File: src/rtl/rgc_pkg.sv
package rgc_pkg;
    typedef enum logic {
        GATE_NOT  = 1'b0,
        GATE_CNOT = 1'b1
    } gate_kind_e;
endpackage

File: src/rtl/rgc_gate_store.sv
module rgc_gate_store
    import rgc_pkg::*;
#(
    parameter int DEPTH = 64,
    parameter int TGT_W = 3,
    localparam int IDX_W = $clog2(DEPTH)
) (
    input  logic             clk,
    input  logic             rst_n,
    input  logic             wr_en,
    input  logic [IDX_W-1:0] wr_idx,
    input  gate_kind_e       wr_kind,
    input  logic [TGT_W-1:0] wr_tgt,
    input  logic [IDX_W-1:0] rd_idx,
    output gate_kind_e       rd_kind,
    output logic [TGT_W-1:0] rd_tgt
);
    logic [DEPTH-1:0] kind_d, kind_q;
    logic [TGT_W-1:0] tgt_d [DEPTH];
    logic [TGT_W-1:0] tgt_q [DEPTH];

    always_comb begin
        kind_d = kind_q;
        for (int i = 0; i < DEPTH; i++) begin
            tgt_d[i] = tgt_q[i];
        end
        if (wr_en) begin
            kind_d[wr_idx] = wr_kind;
            tgt_d[wr_idx]  = wr_tgt;
        end
    end

    always_ff @(posedge clk or negedge rst_n) begin
        if (!rst_n) begin
            kind_q <= '0;
            for (int i = 0; i < DEPTH; i++) begin
                tgt_q[i] <= '0;
            end
        end else begin
            kind_q <= kind_d;
            for (int i = 0; i < DEPTH; i++) begin
                tgt_q[i] <= tgt_d[i];
            end
        end
    end

    assign rd_kind = gate_kind_e'(kind_q[rd_idx]);
    assign rd_tgt  = tgt_q[rd_idx];
endmodule

File: src/rtl/rgc_gate_apply.sv
module rgc_gate_apply
    import rgc_pkg::*;
#(
    parameter int WIDTH = 5,
    parameter int TGT_W = 3
) (
    input  logic [WIDTH-1:0] vec_i,
    input  gate_kind_e       kind_i,
    input  logic [TGT_W-1:0] tgt_i,
    output logic [WIDTH-1:0] vec_o
);
    for (genvar w = 0; w < WIDTH; w++) begin : g_wire
        logic others_set;
        logic is_target;
        logic flip;
        assign others_set = &(vec_i | (WIDTH'(1) << w));
        assign is_target  = (tgt_i == TGT_W'(w));
        assign flip       = is_target && ((kind_i == GATE_NOT) || others_set);
        assign vec_o[w]   = vec_i[w] ^ flip;
    end
endmodule

File: src/rtl/rgc_cascade.sv
module rgc_cascade
    import rgc_pkg::*;
#(
    parameter int WIDTH = 5,
    parameter int DEPTH = 64,
    localparam int TGT_W = $clog2(WIDTH),
    localparam int IDX_W = $clog2(DEPTH),
    localparam int LEN_W = $clog2(DEPTH + 1)
) (
    input  logic             clk,
    input  logic             rst_n,
    input  logic             cfg_gate_we,
    input  logic [IDX_W-1:0] cfg_gate_idx,
    input  logic             cfg_gate_ctl,
    input  logic [TGT_W-1:0] cfg_gate_tgt,
    input  logic             cfg_len_we,
    input  logic [LEN_W-1:0] cfg_len,
    input  logic             in_valid,
    input  logic [WIDTH-1:0] in_vec,
    output logic             busy,
    output logic             out_valid,
    output logic [WIDTH-1:0] out_vec
);
    typedef struct packed {
        logic             run;
        logic             done;
        logic [LEN_W-1:0] cnt;
        logic [LEN_W-1:0] len;
        logic [WIDTH-1:0] vec;
    } state_t;

    state_t q, d;

    gate_kind_e       cur_kind;
    logic [TGT_W-1:0] cur_tgt;
    logic [WIDTH-1:0] applied_vec;
    logic [LEN_W-1:0] cnt_nx;
    logic [LEN_W-1:0] len_cur;
    logic [LEN_W-1:0] cnt_cur;

    rgc_gate_store #(.DEPTH(DEPTH), .TGT_W(TGT_W)) u_store (
        .clk     (clk),
        .rst_n   (rst_n),
        .wr_en   (cfg_gate_we && !q.run),
        .wr_idx  (cfg_gate_idx),
        .wr_kind (gate_kind_e'(cfg_gate_ctl)),
        .wr_tgt  (cfg_gate_tgt),
        .rd_idx  (q.cnt[IDX_W-1:0]),
        .rd_kind (cur_kind),
        .rd_tgt  (cur_tgt)
    );

    rgc_gate_apply #(.WIDTH(WIDTH), .TGT_W(TGT_W)) u_apply (
        .vec_i  (q.vec),
        .kind_i (cur_kind),
        .tgt_i  (cur_tgt),
        .vec_o  (applied_vec)
    );

    assign cnt_nx = q.cnt + LEN_W'(1);

    always_comb begin
        d      = q;
        d.done = 1'b0;
        if (cfg_len_we && !q.run) begin
            d.len = (cfg_len > LEN_W'(DEPTH)) ? LEN_W'(DEPTH) : cfg_len;
        end
        if (q.run) begin
            d.vec = applied_vec;
            d.cnt = cnt_nx;
            if (cnt_nx == q.len) begin
                d.run  = 1'b0;
                d.done = 1'b1;
            end
        end else if (in_valid) begin
            d.vec = in_vec;
            d.cnt = '0;
            if (q.len == '0) begin
                d.done = 1'b1;
            end else begin
                d.run = 1'b1;
            end
        end
    end

    always_ff @(posedge clk or negedge rst_n) begin
        if (!rst_n) begin
            q <= '0;
        end else begin
            q <= d;
        end
    end

    assign busy      = q.run;
    assign out_valid = q.done;
    assign out_vec   = q.vec;
    assign len_cur   = q.len;
    assign cnt_cur   = q.cnt;
endmodule

File: config.mk
export PLATFORM = sky130hd
export DESIGN_NAME = rgc_cascade
export DESIGN_NICKNAME = d
export VERILOG_FILES = /design/src/rtl/rgc_pkg.sv /design/src/rtl/rgc_gate_store.sv /design/src/rtl/rgc_gate_apply.sv /design/src/rtl/rgc_cascade.sv
export SDC_FILE = /design/constraint.sdc
export NUM_CORES = 1
export LEC_CHECK = 0
export ABC_AREA = 1
export BUFFER_PORTS_ARGS = -buffer_cell sky130_fd_sc_hd__buf_2
export CORE_ASPECT_RATIO = 1.2
export CORE_UTILIZATION = 62
export CTS_CLUSTER_SIZE = 14
export DETAILED_ROUTE_END_ITERATION = 16
export PLACE_DENSITY = 0.8
export SYNTH_ARGS = -nofsm -noshare
export SYNTH_HDL_FRONTEND = slang
export SYNTH_SLANG_ARGS = --single-unit
File: constraint.sdc
create_clock -name clk -period 5.7 [get_ports clk]
set_input_delay 0.285 -clock clk [delete_from_list [all_inputs] [get_ports clk]]
set_output_delay 0.285 -clock clk [all_outputs]
set_load 0.02 [all_outputs]
==> summary.md, run 1 <==
| Metric | Value |
|---|---|
| Status | `complete, no violations` |
| Cell at the root of the clock tree | `sky130_fd_sc_hd__clkbuf_16` |
| Final-report max-slew violation count | `0` |
| Number of flip-flops and latches in the synthesized netlist | `around 280` |
| Routability cong. | `0.8417` |
| Clock tree from TritonCTS | `built` |
| Inserted Clock Buffers | `29` |
| Mapped Nets | `1679` |
| Die area | `21660 sq um` |
| Clock tree buffer depth | `3` |
| Non-filler cells, final | `1936` |
| Routed len/inst | `18.65 um` |
| Least setup slack across all paths after layout | `2.061 ns` |
| Synth-to-Final Area Change | `9.816%` |
| Diode insertion count for antenna repair | `0` |
| Period utilisation layout | `0.6384` |
| Type of the most critical hold path | `in2reg` |
| Type of the setup path with the least slack | `reg2reg` |
| Relative max-transition margin | `0.1638` |
| Highest ir drop seen on vdd | `around 290 uV` |
| Clock period minus final worst setup slack | `3.639 ns` |
| Most frequent cells in the layout | `sky130_fd_sc_hd__nand2_1, sky130_fd_sc_hd__dfrtp_1, sky130_fd_sc_hd__o21ai_0` |
| Power density normalized to cell area | `287.4 nW/um^2` |
| Detailed-placement wirelength estimate | `21150 um` |
| Peak Freq | `0.2748 GHz` |
| Starting Density | `0.6383` |
| Largest net degree at the start of global routing | `155` |
| Placed instance count | `1879` |
| TNS Setup | `0 ns` |
| Wire length of the first global-routing pass | `58090 um` |
| Sequential element share of the synthesized area | `0.5305` |
| Gr ovfl total | `0` |
| Std-Cell Core Area | `just over 20000 sq um` |
| Mean number of vias per cell | `approximately 6.1` |
| Overall routed net length | `approximately 36000 um` |
| Floorplan die width | `134.5 um` |
| Clock sink count | `277` |
| Die Height | `161.0 um` |
| Worst Setup End Kind | `flop` |
| Element type at the critical path start | `flop` |
| Number of buffers added for setup after CTS | `0` |
| CTS HTree Levels | `1` |
| Global Route Usage Sum | `0.3437` |
| Clock-pin transition on the worst setup and hold timing paths | `0.07 ns` |
| Placed instance area | `13250 sq um` |
| Finished layout cell area | `14350 sq um` |
| Synthesized area per cell | `7.913 sq um` |
| Via count of the first global-routing pass | `11224` |
| Standard-cell rows | `57` |
| Highest fanout seen on the critical path | `85` |
| Synthesized area | `13070 sq um` |
| Place WS | `2.210 ns` |
| Slew at the pin closest to its max-slew limit | `around 1.2 ns` |
| Number of design-rule violations left by the first detailed-router iteration | `1424` |
| ANT nets after route | `0` |
| Number of antenna violations at the first check in global routing | `0` |
| Most common cell after layout, fill and taps aside | `sky130_fd_sc_hd__nand2_1` |
| Number of instances in the synthesized netlist | `1651` |
| Final hold violation count | `0` |
| Total via count in the routed design | `between 10000 and 15000` |
| Largest clock skew in the final design | `0.01154 ns` |
| Max-capacitance violation count | `0` |
| Signal arrival time at the worst endpoint | `roughly 4.1 ns` |
| TritonRoute pass-1 iters | `6` |
| RSZ-0062 raised after global routing | `false` |
| Number of setup violations in the final report | `0` |
| Total of warnings raised by yosys | `0` |
| # IOs | `34` |
| Required time of the critical path | `between 6 and 7 ns` |
| Insertion delay to the later sink of the worst-skew pair | `0.54 ns` |
| Distinct cell type count after synthesis | `30` |
| Cell leakage power | `0.006426 uW` |
| Number of buffers added on ports | `33` |
| Nets | `1680` |
| Fraction of final layout cells with drive strength greater than 1 | `0.06762` |
| Total DRC errors in the routed layout | `0` |
-- routing by layer --
| layer | track usage | wire, um |
|---|---|---|
| met5 | 0 | 0 |
| met4 | 0.1558 | 1611 |
| met3 | 0.06277 | 3463 |
| met2 | 0.5424 | 16340 |
| met1 | 0.4658 | 14680 |
-- sequential cells by signal (all words and copies together) (netlist names) --
name,flops
busy,1
cnt_cur,7
len_cur,7
out_valid,1
out_vec,5
u_store.kind_q,64
u_store.tgt_q,192
-- logic make-up (layout without fill, tap and decap cells) --
group                    after synthesis  after routing  share of synthesized area
AO/OA/AOI/OAI                        280            280                     0.1082
buffers and inverters                126            146                    0.04597
AND/OR/NAND/NOR                      961            961                     0.3103
flip-flops                           277            277                     0.5305
XOR/XNOR                               6              6                   0.004022
adder cells (fa/ha/maj)                1              1                  0.0009575
-- metrics by stage --
step / power (uW) / hold WS (ns) / util
4_1_cts: 4137 / 0.06125 / 0.7010
6_report: 4124 / 0.06200 / 0.7010
2_1_floorplan: 2031 / -0.01059 / -
5_1_grt: 4222 / 0.08528 / 0.7010
3_3_place_gp: 2104 / 0.4413 / 0.6474
3_5_place_dp: 2105 / 0.4508 / 0.6474
-- worst max-delay path, cell delays in order, from the launching register on --
cell and delay, ns:
sky130_fd_sc_hd__dfrtp_4 0.74, sky130_fd_sc_hd__inv_4 0.79, sky130_fd_sc_hd__buf_4 0.62, sky130_fd_sc_hd__nand2_1 0.14, sky130_fd_sc_hd__nand3_1 0.10, sky130_fd_sc_hd__nand3_1 0.08
sky130_fd_sc_hd__nand2_1 0.12, sky130_fd_sc_hd__nand2_1 0.08, sky130_fd_sc_hd__nand3_1 0.12, sky130_fd_sc_hd__nand3_1 0.09, sky130_fd_sc_hd__nand2_1 0.17, sky130_fd_sc_hd__nand2_1 0.09
sky130_fd_sc_hd__nand3_1 0.09, sky130_fd_sc_hd__nand2_1 0.05, sky130_fd_sc_hd__nand3_1 0.06, sky130_fd_sc_hd__nand2_1 0.06
-- synthesized netlist by cell type --
cell,count,area (sq um)
sky130_fd_sc_hd__o31ai_1,1,7.510
sky130_fd_sc_hd__nor4_4,4,85.08
sky130_fd_sc_hd__o211ai_1,1,7.510
sky130_fd_sc_hd__nand2_2,4,25.02
sky130_fd_sc_hd__buf_2,31,155.2
sky130_fd_sc_hd__o22ai_1,6,37.54
sky130_fd_sc_hd__buf_6,8,90.09
sky130_fd_sc_hd__xor2_1,5,43.79
sky130_fd_sc_hd__a21oi_1,2,10.01
sky130_fd_sc_hd__nand3_1,239,1196
sky130_fd_sc_hd__xnor2_1,1,8.760
sky130_fd_sc_hd__buf_4,7,52.55
sky130_fd_sc_hd__inv_1,34,127.6
sky130_fd_sc_hd__clkbuf_1,35,131.4
sky130_fd_sc_hd__dfrtp_1,277,6932
sky130_fd_sc_hd__inv_4,1,6.260
sky130_fd_sc_hd__nor3_1,6,30.03
sky130_fd_sc_hd__inv_2,2,7.510
sky130_fd_sc_hd__nand2_1,682,2560
sky130_fd_sc_hd__o21ai_1,18,90.09
sky130_fd_sc_hd__nor2_1,12,45.04
sky130_fd_sc_hd__clkinv_1,6,22.52
sky130_fd_sc_hd__buf_1,2,7.510
sky130_fd_sc_hd__nor3_4,2,32.53
sky130_fd_sc_hd__nor2_4,1,11.26
sky130_fd_sc_hd__ha_1,1,12.51
sky130_fd_sc_hd__nand4_1,9,56.30
sky130_fd_sc_hd__o21ai_0,252,1261
sky130_fd_sc_hd__nor2_2,1,6.260
sky130_fd_sc_hd__nor4_1,1,6.260
-- path summary, 6_finish.rpt --
check	start	depth (start not counted)	end	slack (ns)
min in group asynchronous	rst_n	2	u_store.tgt_q[4]	0.42
hold / removal	cfg_len[6]	3	len_cur[6]	0.06
setup / recovery	cnt_cur[0]	15	out_vec[2]	2.06
hold reg to reg	u_store.tgt_q[183]	2	u_store.tgt_q[183]	0.48
setup reg to reg	cnt_cur[0]	15	out_vec[2]	2.06
max in group asynchronous	rst_n	3	u_store.tgt_q[167]	3.86
-- power by group --
group	internal, uW	total, uW	leakage, uW	switching (uW)
Sequential	1970	1970	0.00380	0
Clock	1260	2050	0.000496	788
Combinational	15.9	106	0.00213	90.3
Total	3250	4120	0.00643	878
-- timing repair --
item,in CTS,in global routing
hold buffers,7,0
hold endpoints to repair,129,0
gates resized for setup,0,0
endpoints found under the setup margin,0,0
-- cell type report --
type,instances,area (sq um)
clock buffer,39,813.3
clock inverter,11,214.0
fill,1653,6121
inverter,43,163.9
multi-input combinational,1248,5533
sequential,277,6937
tap,265,331.6
timing repair buffer,53,355.3
No activity file was read; power rests on OpenSTA's default activity.
==> run 2, diff against run 1 <==
Settings changed: ABC_AREA 1 to 0, CORE_UTILIZATION 62 to 57, PLACE_DENSITY 0.8 to 0.78.
Clock period 5.7 ns to 3.2 ns, I/O delays scaled along.
==> summary.md, run 2 <==
| Metric | Value |
|---|---|
| Die area | `24220 sq um` |
| Die Height | `between 150 and 200 um` |
| Global Route Usage Sum | `0.2803` |
| Most flops, register | `u_store.tgt_q` |
| Number of antenna violations at the first check in global routing | `0` |
| Status | `complete, no violations` |
| Most frequent cells in the layout | `sky130_fd_sc_hd__dfrtp_1, sky130_fd_sc_hd__mux2_2, sky130_fd_sc_hd__nand2_1` |
| Placed instance count | `1302` |
| Clock period minus final worst setup slack | `~3.0 ns` |
| Type of the most critical hold path | `in2reg` |
| Gr ovfl total | `0` |
| Routability cong. | `just under 0.9` |
| Area fraction of the dominant cell type after synthesis | `0.5153` |
| Starting Density | `0.5797` |
| Largest net degree at the start of global routing | `87` |
| Signal arrival time at the worst endpoint | `3.47 ns` |
| Clock-pin transition on the worst setup and hold timing paths | `0.07 ns` |
| Total via count in the routed design | `about 8600` |
| Slew at the pin closest to its max-slew limit | `1.242 ns` |
| Clock tree buffer depth | `3` |
| Synth-to-Final Area Change | `12.00%` |
| Overall routed net length | `approximately 33000 um` |
| Highest ir drop seen on vdd | `roughly 380 uV` |
| Post-synth EDFFs | `0` |
| Fraction of final layout cells with drive strength greater than 1 | `0.4154` |
| Fill count | `roughly 1700` |
| Element type at the critical path start | `flop` |
| Diode insertion count for antenna repair | `0` |
| Cell at the root of the clock tree | `sky130_fd_sc_hd__clkbuf_16` |
| Number of instances in the synthesized netlist | `slightly below 1000` |
| Largest clock skew in the final design | `0.01284 ns` |
| Peak Freq | `roughly 0.33 GHz` |
| Period utilisation layout | `0.9491` |
| Number of setup violations in the final report | `0` |
| Nets | `roughly 1100` |
| Clock sink count | `277` |
| Registers with the highest flip-flop counts | `u_store.tgt_q: 192 flops, u_store.kind_q: 64 flops` |
| ANT nets after route | `0` |
| TritonRoute pass-1 iters | `5` |
| Routed len/inst | `about 24 um` |
| Detailed-placement wirelength estimate | `21250 um` |
| Std-Cell Core Area | `23200 sq um` |
| Clock tree from TritonCTS | `built` |
| Cell leakage power | `0.007140 uW` |
| CTS HTree Levels | `1` |
| # IOs | `34` |
| Max reg flops | `~190` |
| Total of warnings raised by yosys | `0` |
| Via count of the first global-routing pass | `8811` |
| Max-capacitance violation count | `0` |
| Most common cell after layout, fill and taps aside | `sky130_fd_sc_hd__dfrtp_1` |
| Mean number of vias per cell | `~6.3` |
| Final hold violation count | `0` |
| Most repeated cell in the gate-level netlist after synthesis | `sky130_fd_sc_hd__dfrtp_1` |
| Worst Setup End Kind | `flop` |
| Cell types with the largest area share after synthesis | `sky130_fd_sc_hd__dfrtp_1, sky130_fd_sc_hd__mux2_2, sky130_fd_sc_hd__mux4_2, sky130_fd_sc_hd__mux4_1, sky130_fd_sc_hd__mux2i_1` |
| Floorplan die width | `142.2 um` |
| Standard-cell rows | `61` |
| Wire length of the first global-routing pass | `51280 um` |
| Synthesized area per cell | `13.80 sq um` |
| Required time of the critical path | `3.63 ns` |
| Distinct cell type count after synthesis | `63` |
| Type of the setup path with the least slack | `reg2reg` |
| Most used DFF post-synth | `sky130_fd_sc_hd__dfrtp_1` |
| Area of combinational cells with multiple inputs | `6103 sq um` |
| Largest area contributor in the synthesized netlist | `sky130_fd_sc_hd__dfrtp_1` |
| Insertion delay to the later sink of the worst-skew pair | `0.54 ns` |
| RSZ-0062 raised after global routing | `false` |
| Number of buffers added on ports | `33` |
| Non-filler cells, final | `1367` |
| Post-synthesis async set-or-reset flop share | `1.000` |
| Commonest cells post-synth | `sky130_fd_sc_hd__dfrtp_1, sky130_fd_sc_hd__mux2_2, sky130_fd_sc_hd__nand2_1` |
| Final-report max-slew violation count | `0` |
| TNS Setup | `0 ns` |
| Relative max-transition margin | `0.1720` |
| Total DRC errors in the routed layout | `0` |
| Highest fanout seen on the critical path | `9` |
| Reg area | `between 6000 and 7000 sq um` |
| Inserted Clock Buffers | `27` |
| Mapped Nets | `1003` |
| Number of flip-flops and latches in the synthesized netlist | `277` |
| Number of design-rule violations left by the first detailed-router iteration | `699` |
| Synthesized area | `approximately 13000 sq um` |
| Sequential element share of the synthesized area | `0.5153` |
| Power density normalized to cell area | `716.6 nW/um^2` |
-- run 2: path summary, 6_finish.rpt --
check / from / end / slack, ns / cells past startpoint
setup / recovery: cnt_cur[0] / out_vec[2] / 0.16 / 8
hold / removal: in_vec[3] / out_vec[3] / 0.03 / 3
setup reg to reg: cnt_cur[0] / out_vec[2] / 0.16 / 8
hold reg to reg: u_store.tgt_q[87] / u_store.tgt_q[87] / 0.50 / 1
max in group asynchronous: rst_n / cnt_cur[1] / 1.99 / 3
min in group asynchronous: rst_n / u_store.tgt_q[188] / 0.18 / 2
-- run 2: final cells by class --
| type | count | share of cell area |
|---|---|---|
| Sequential cell | 277 | 0.4606 |
| Multi-Input combinational cell | 626 | 0.4052 |
| Clock buffer | 35 | 0.04950 |
| Timing Repair Buffer | 94 | 0.04867 |
| Tap cell | 315 | 0.02616 |
| Clock inverter | 13 | 0.008140 |
| Inverter | 7 | 0.001744 |
-- run 2: metal layers --
layer	global-route usage	wire, um
met2	0.4471	15680
met1	0.3860	13790
met3	0.04136	1957
met5	0	0
met4	0.1155	1175
-- run 2: cell families after synthesis --
| family | after synthesis | synth area share |
|---|---|---|
| fa+ha+maj | 1 | 0.0009301 |
| flops | 277 | 0.5153 |
| xor+xnor | 12 | 0.007814 |
| compound gates | 73 | 0.03991 |
| simple gates | 198 | 0.07377 |
| buf+inv | 72 | 0.03088 |
| mux | 342 | 0.3313 |
-- run 2: worst max-delay path, stage by stage, from the launching register on --
cell and delay, ns:
sky130_fd_sc_hd__dfrtp_4 0.55, sky130_fd_sc_hd__buf_4 0.18, sky130_fd_sc_hd__mux4_1 0.57, sky130_fd_sc_hd__a22oi_1 0.25, sky130_fd_sc_hd__a21oi_1 0.11, sky130_fd_sc_hd__o21a_1 0.24, sky130_fd_sc_hd__or2_1 0.29, sky130_fd_sc_hd__or4_1 0.53
sky130_fd_sc_hd__o221a_1 0.21
-- run 2: through the flow --
stage / power [uW] / instance area (sq um) / worst slack [ns] / utilization / hold WS, ns
2_1_floorplan: 6697 / 13450 / 0.4548 / - / -0.1356
3_3_place_gp: 7558 / 14030 / 0.1631 / 0.6047 / 0.1868
3_5_place_dp: 7611 / 14030 / 0.1333 / 0.6047 / 0.1919
4_1_cts: 10790 / 15050 / 0.09015 / 0.6486 / 0.006734
5_1_grt: 11260 / 15060 / 0.04006 / 0.6493 / 0.03728
6_report: 10800 / 15060 / 0.1628 / 0.6493 / 0.02615
-- run 2: timing repair --
action                     CTS  global route
hold endpoints to repair    92             0
hold buffers                15             0
resized for setup            0             0
setup endpoints to repair    0             3
buffers inserted             0             2
-- run 2: report_power, final --
part	total, uW	internal [uW]	switching, uW
logic	3260	1590	1670
clock network	3160	1800	1360
registers	4380	3960	425
total	10800	7350	3450
==> run 3, diff against run 2 <==
--- a/config.mk
+++ b/config.mk
@@ -9,5 +9,6 @@
 export BUFFER_PORTS_ARGS = -buffer_cell sky130_fd_sc_hd__buf_2
+export CAP_MARGIN = 20
 export CORE_ASPECT_RATIO = 1.2
 export CORE_UTILIZATION = 57
-export CTS_CLUSTER_SIZE = 14
+export CTS_CLUSTER_SIZE = 20
 export DETAILED_ROUTE_END_ITERATION = 16
--- a/constraint.sdc
+++ b/constraint.sdc
@@ -3,2 +3,2 @@
 set_output_delay 0.16 -clock clk [all_outputs]
-set_load 0.02 [all_outputs]
+set_load 0.1 [all_outputs]
==> summary.md, run 3 (same netlist as run 2, synthesis figures left out) <==
| Metric | Value |
|---|---|
| Status | `complete, no violations` |
| Inserted Clock Buffers | `27` |
| Largest clock skew in the final design | `around 0.014 ns` |
| Period utilisation layout | `0.9478` |
| Mean number of vias per cell | `6.268` |
| Slew at the pin closest to its max-slew limit | `between 0.8 and 0.9 ns` |
| Buffers & Inverters on Critical Path | `1` |
| Delay of the slowest cell on the worst path | `between 0.5 and 0.6 ns` |
| Total DRC errors in the routed layout | `0` |
| Type of the most critical hold path | `in2reg` |
| Wire length of the first global-routing pass | `51280 um` |
| Die area | `24220 sq um` |
| Std-Cell Core Area | `around 23000 sq um` |
| Highest ir drop seen on vdd | `377.6 uV` |
| Int Pwr | `7358 uW` |
| Detailed-placement wirelength estimate | `about 21000 um` |
| Overall routed net length | `32850 um` |
| Power Total | `approximately 11000 uW` |
| Synth-to-Final Area Change | `12.52%` |
| Cell at the root of the clock tree | `sky130_fd_sc_hd__clkbuf_16` |
| Highest fanout seen on the critical path | `9` |
| Dominant delay contributor by cell family on the critical path | `simple AND/OR/NAND/NOR gates` |
| Max-capacitance violation count | `0` |
| ANT nets after route | `0` |
| Fraction of final layout cells with drive strength greater than 1 | `0.4167` |
| Relative max-transition margin | `0.4342` |
| Final-report max-slew violation count | `0` |
| Floorplan die width | `142.2 um` |
| Number of antenna violations at the first check in global routing | `0` |
| Clock tree from TritonCTS | `built` |
| Routed len/inst | `23.96 um` |
| Die Height | `170.3 um` |
| CTS HTree Levels | `1` |
| RSZ-0062 raised after global routing | `false` |
| Placed instance count | `1302` |
| Combinational group share of total power | `0.318` |
| Max reg flops | `~190` |
| Count of instances resized after the clock tree is built | `0` |
| Standard-cell rows | `just over 60` |
| Registers with the highest flip-flop counts | `u_store.tgt_q: 192 flops, u_store.kind_q: 64 flops` |
| TNS Setup | `0 ns` |
| Fill count | `1679` |
| Ordered list of cells on the worst path | `buf_4, mux4_1, a22oi_1, a21oi_1, o21a_1, or2_1, or4_1, o221a_1` |
| Clock tree buffer depth | `3` |
| Number of setup violations in the final report | `0` |
| Required time of the critical path | `3.63 ns` |
| Starting Density | `0.5797` |
| Net Switching | `3704 uW` |
| Most common cell after layout, fill and taps aside | `sky130_fd_sc_hd__dfrtp_1` |
| Sequential Power Share | `0.396` |
| Cell leakage power | `0.007173 uW` |
| Total via count in the routed design | `8593` |
| Number of buffers added on ports | `33` |
| Switching share of power | `0.3349` |
| Diode insertion count for antenna repair | `0` |
| Worst Setup End Kind | `flop` |
| Share of power burned in the clock network | `0.286` |
| Largest net degree at the start of global routing | `87` |
| Via count of the first global-routing pass | `8811` |
| Routability cong. | `around 0.87` |
| Number of design-rule violations left by the first detailed-router iteration | `678` |
| Clock-pin transition on the worst setup and hold timing paths | `around 0.070 ns` |
| Insertion delay to the later sink of the worst-skew pair | `0.54 ns` |
| Final hold violation count | `0` |
| Global Route Usage Sum | `0.2803` |
| Non-filler cells, final | `~1400` |
| Nets | `1065` |
| Element type at the critical path start | `flop` |
| Power density normalized to cell area | `between 700 and 800 nW/um^2` |
| Clock sink count | `about 280` |
| Cell at the slowest stage of the critical path | `sky130_fd_sc_hd__mux4_1` |
| Peak Freq | `0.3297 GHz` |
| Signal arrival time at the worst endpoint | `approximately 3.5 ns` |
| # IOs | `34` |
| Type of the setup path with the least slack | `reg2reg` |
| Clock period minus final worst setup slack | `3.033 ns` |
| Most flops, register | `u_store.tgt_q` |
| TritonRoute pass-1 iters | `5` |
| Most frequent cells in the layout | `sky130_fd_sc_hd__dfrtp_1, sky130_fd_sc_hd__mux2_2, sky130_fd_sc_hd__nand2_1` |
| Gr ovfl total | `0` |
[run 3: area by class of cell]
cell class | instances | area (sq um) | area share
Clock inverter | 13 | 122.6 | 0.008102
Tap cell | 315 | 394.1 | 0.02604
Clock buffer | 35 | 745.7 | 0.04927
Sequential cell | 277 | 6939 | 0.4585
Inverter | 7 | 26.28 | 0.001736
Multi-Input combinational cell | 626 | 6103 | 0.4033
Timing Repair Buffer | 98 | 803.3 | 0.05308
[run 3: timing repair]
action | CTS | global route
hold endpoints to repair | 92 | 3
hold buffers | 15 | 1
setup endpoints to repair | 0 | 3
buffers inserted | 0 | 2
[run 3: metrics by stage]
stage	worst slack (ns)	cell area, sq um	hold slack, ns	util
detailed placement	0.1333	14030	0.1919	0.6047
CTS	0.09015	15050	0.006734	0.6486
floorplan	0.4548	13450	-0.1356	-
global route	0.04006	15130	0.03728	0.6523
finish	0.1671	15130	0.03468	0.6523
global placement	0.1631	14030	0.1868	0.6047
[run 3: final timing paths]
| path | start | to | slack [ns] | depth (start not counted) |
|---|---|---|---|---|
| min in group asynchronous | rst_n | u_store.tgt_q[188] | 0.17 | 2 |
| worst min-delay path | in_vec[1] | out_vec[1] | 0.03 | 3 |
| max in group asynchronous | rst_n | cnt_cur[1] | 2.00 | 3 |
| worst max-delay path | cnt_cur[0] | out_vec[0] | 0.17 | 8 |
| worst max register to register | cnt_cur[0] | out_vec[0] | 0.17 | 8 |
| worst min register to register | u_store.tgt_q[8] | u_store.tgt_q[8] | 0.50 | 1 |
[run 3: worst register-to-register path, cell delays in order (launching register included)]
cell	delay [ns]
sky130_fd_sc_hd__dfrtp_4	0.55
sky130_fd_sc_hd__buf_4	0.18
sky130_fd_sc_hd__mux4_1	0.57
sky130_fd_sc_hd__a22oi_1	0.24
sky130_fd_sc_hd__a21oi_1	0.11
sky130_fd_sc_hd__o21a_1	0.24
sky130_fd_sc_hd__or2_1	0.29
sky130_fd_sc_hd__or4_1	0.52
sky130_fd_sc_hd__o221a_1	0.21
[run 3: power groups by stage]
stage | sequential [uW] | clock [uW] | combinational [uW]
after floorplan | 4490 | 0 | 2440
after global placement | 4430 | 0 | 3370
after detailed placement | 4450 | 0 | 3400
after CTS | 4390 | 3200 | 3440
after global routing | 4430 | 3330 | 3750
final | 4380 | 3160 | 3520
[run 3: metal layers]
| metal | up-vias | share of wire | track usage |
|---|---|---|---|
| met1 | 4441 | 0.42 | 0.3860 |
| li1 | 3747 | - | - |
| met5 | - | 0 | 0 |
| met2 | 320 | 0.48 | 0.4471 |
| met4 | 0 | 0.039 | 0.1155 |
| met3 | 85 | 0.064 | 0.04136 |
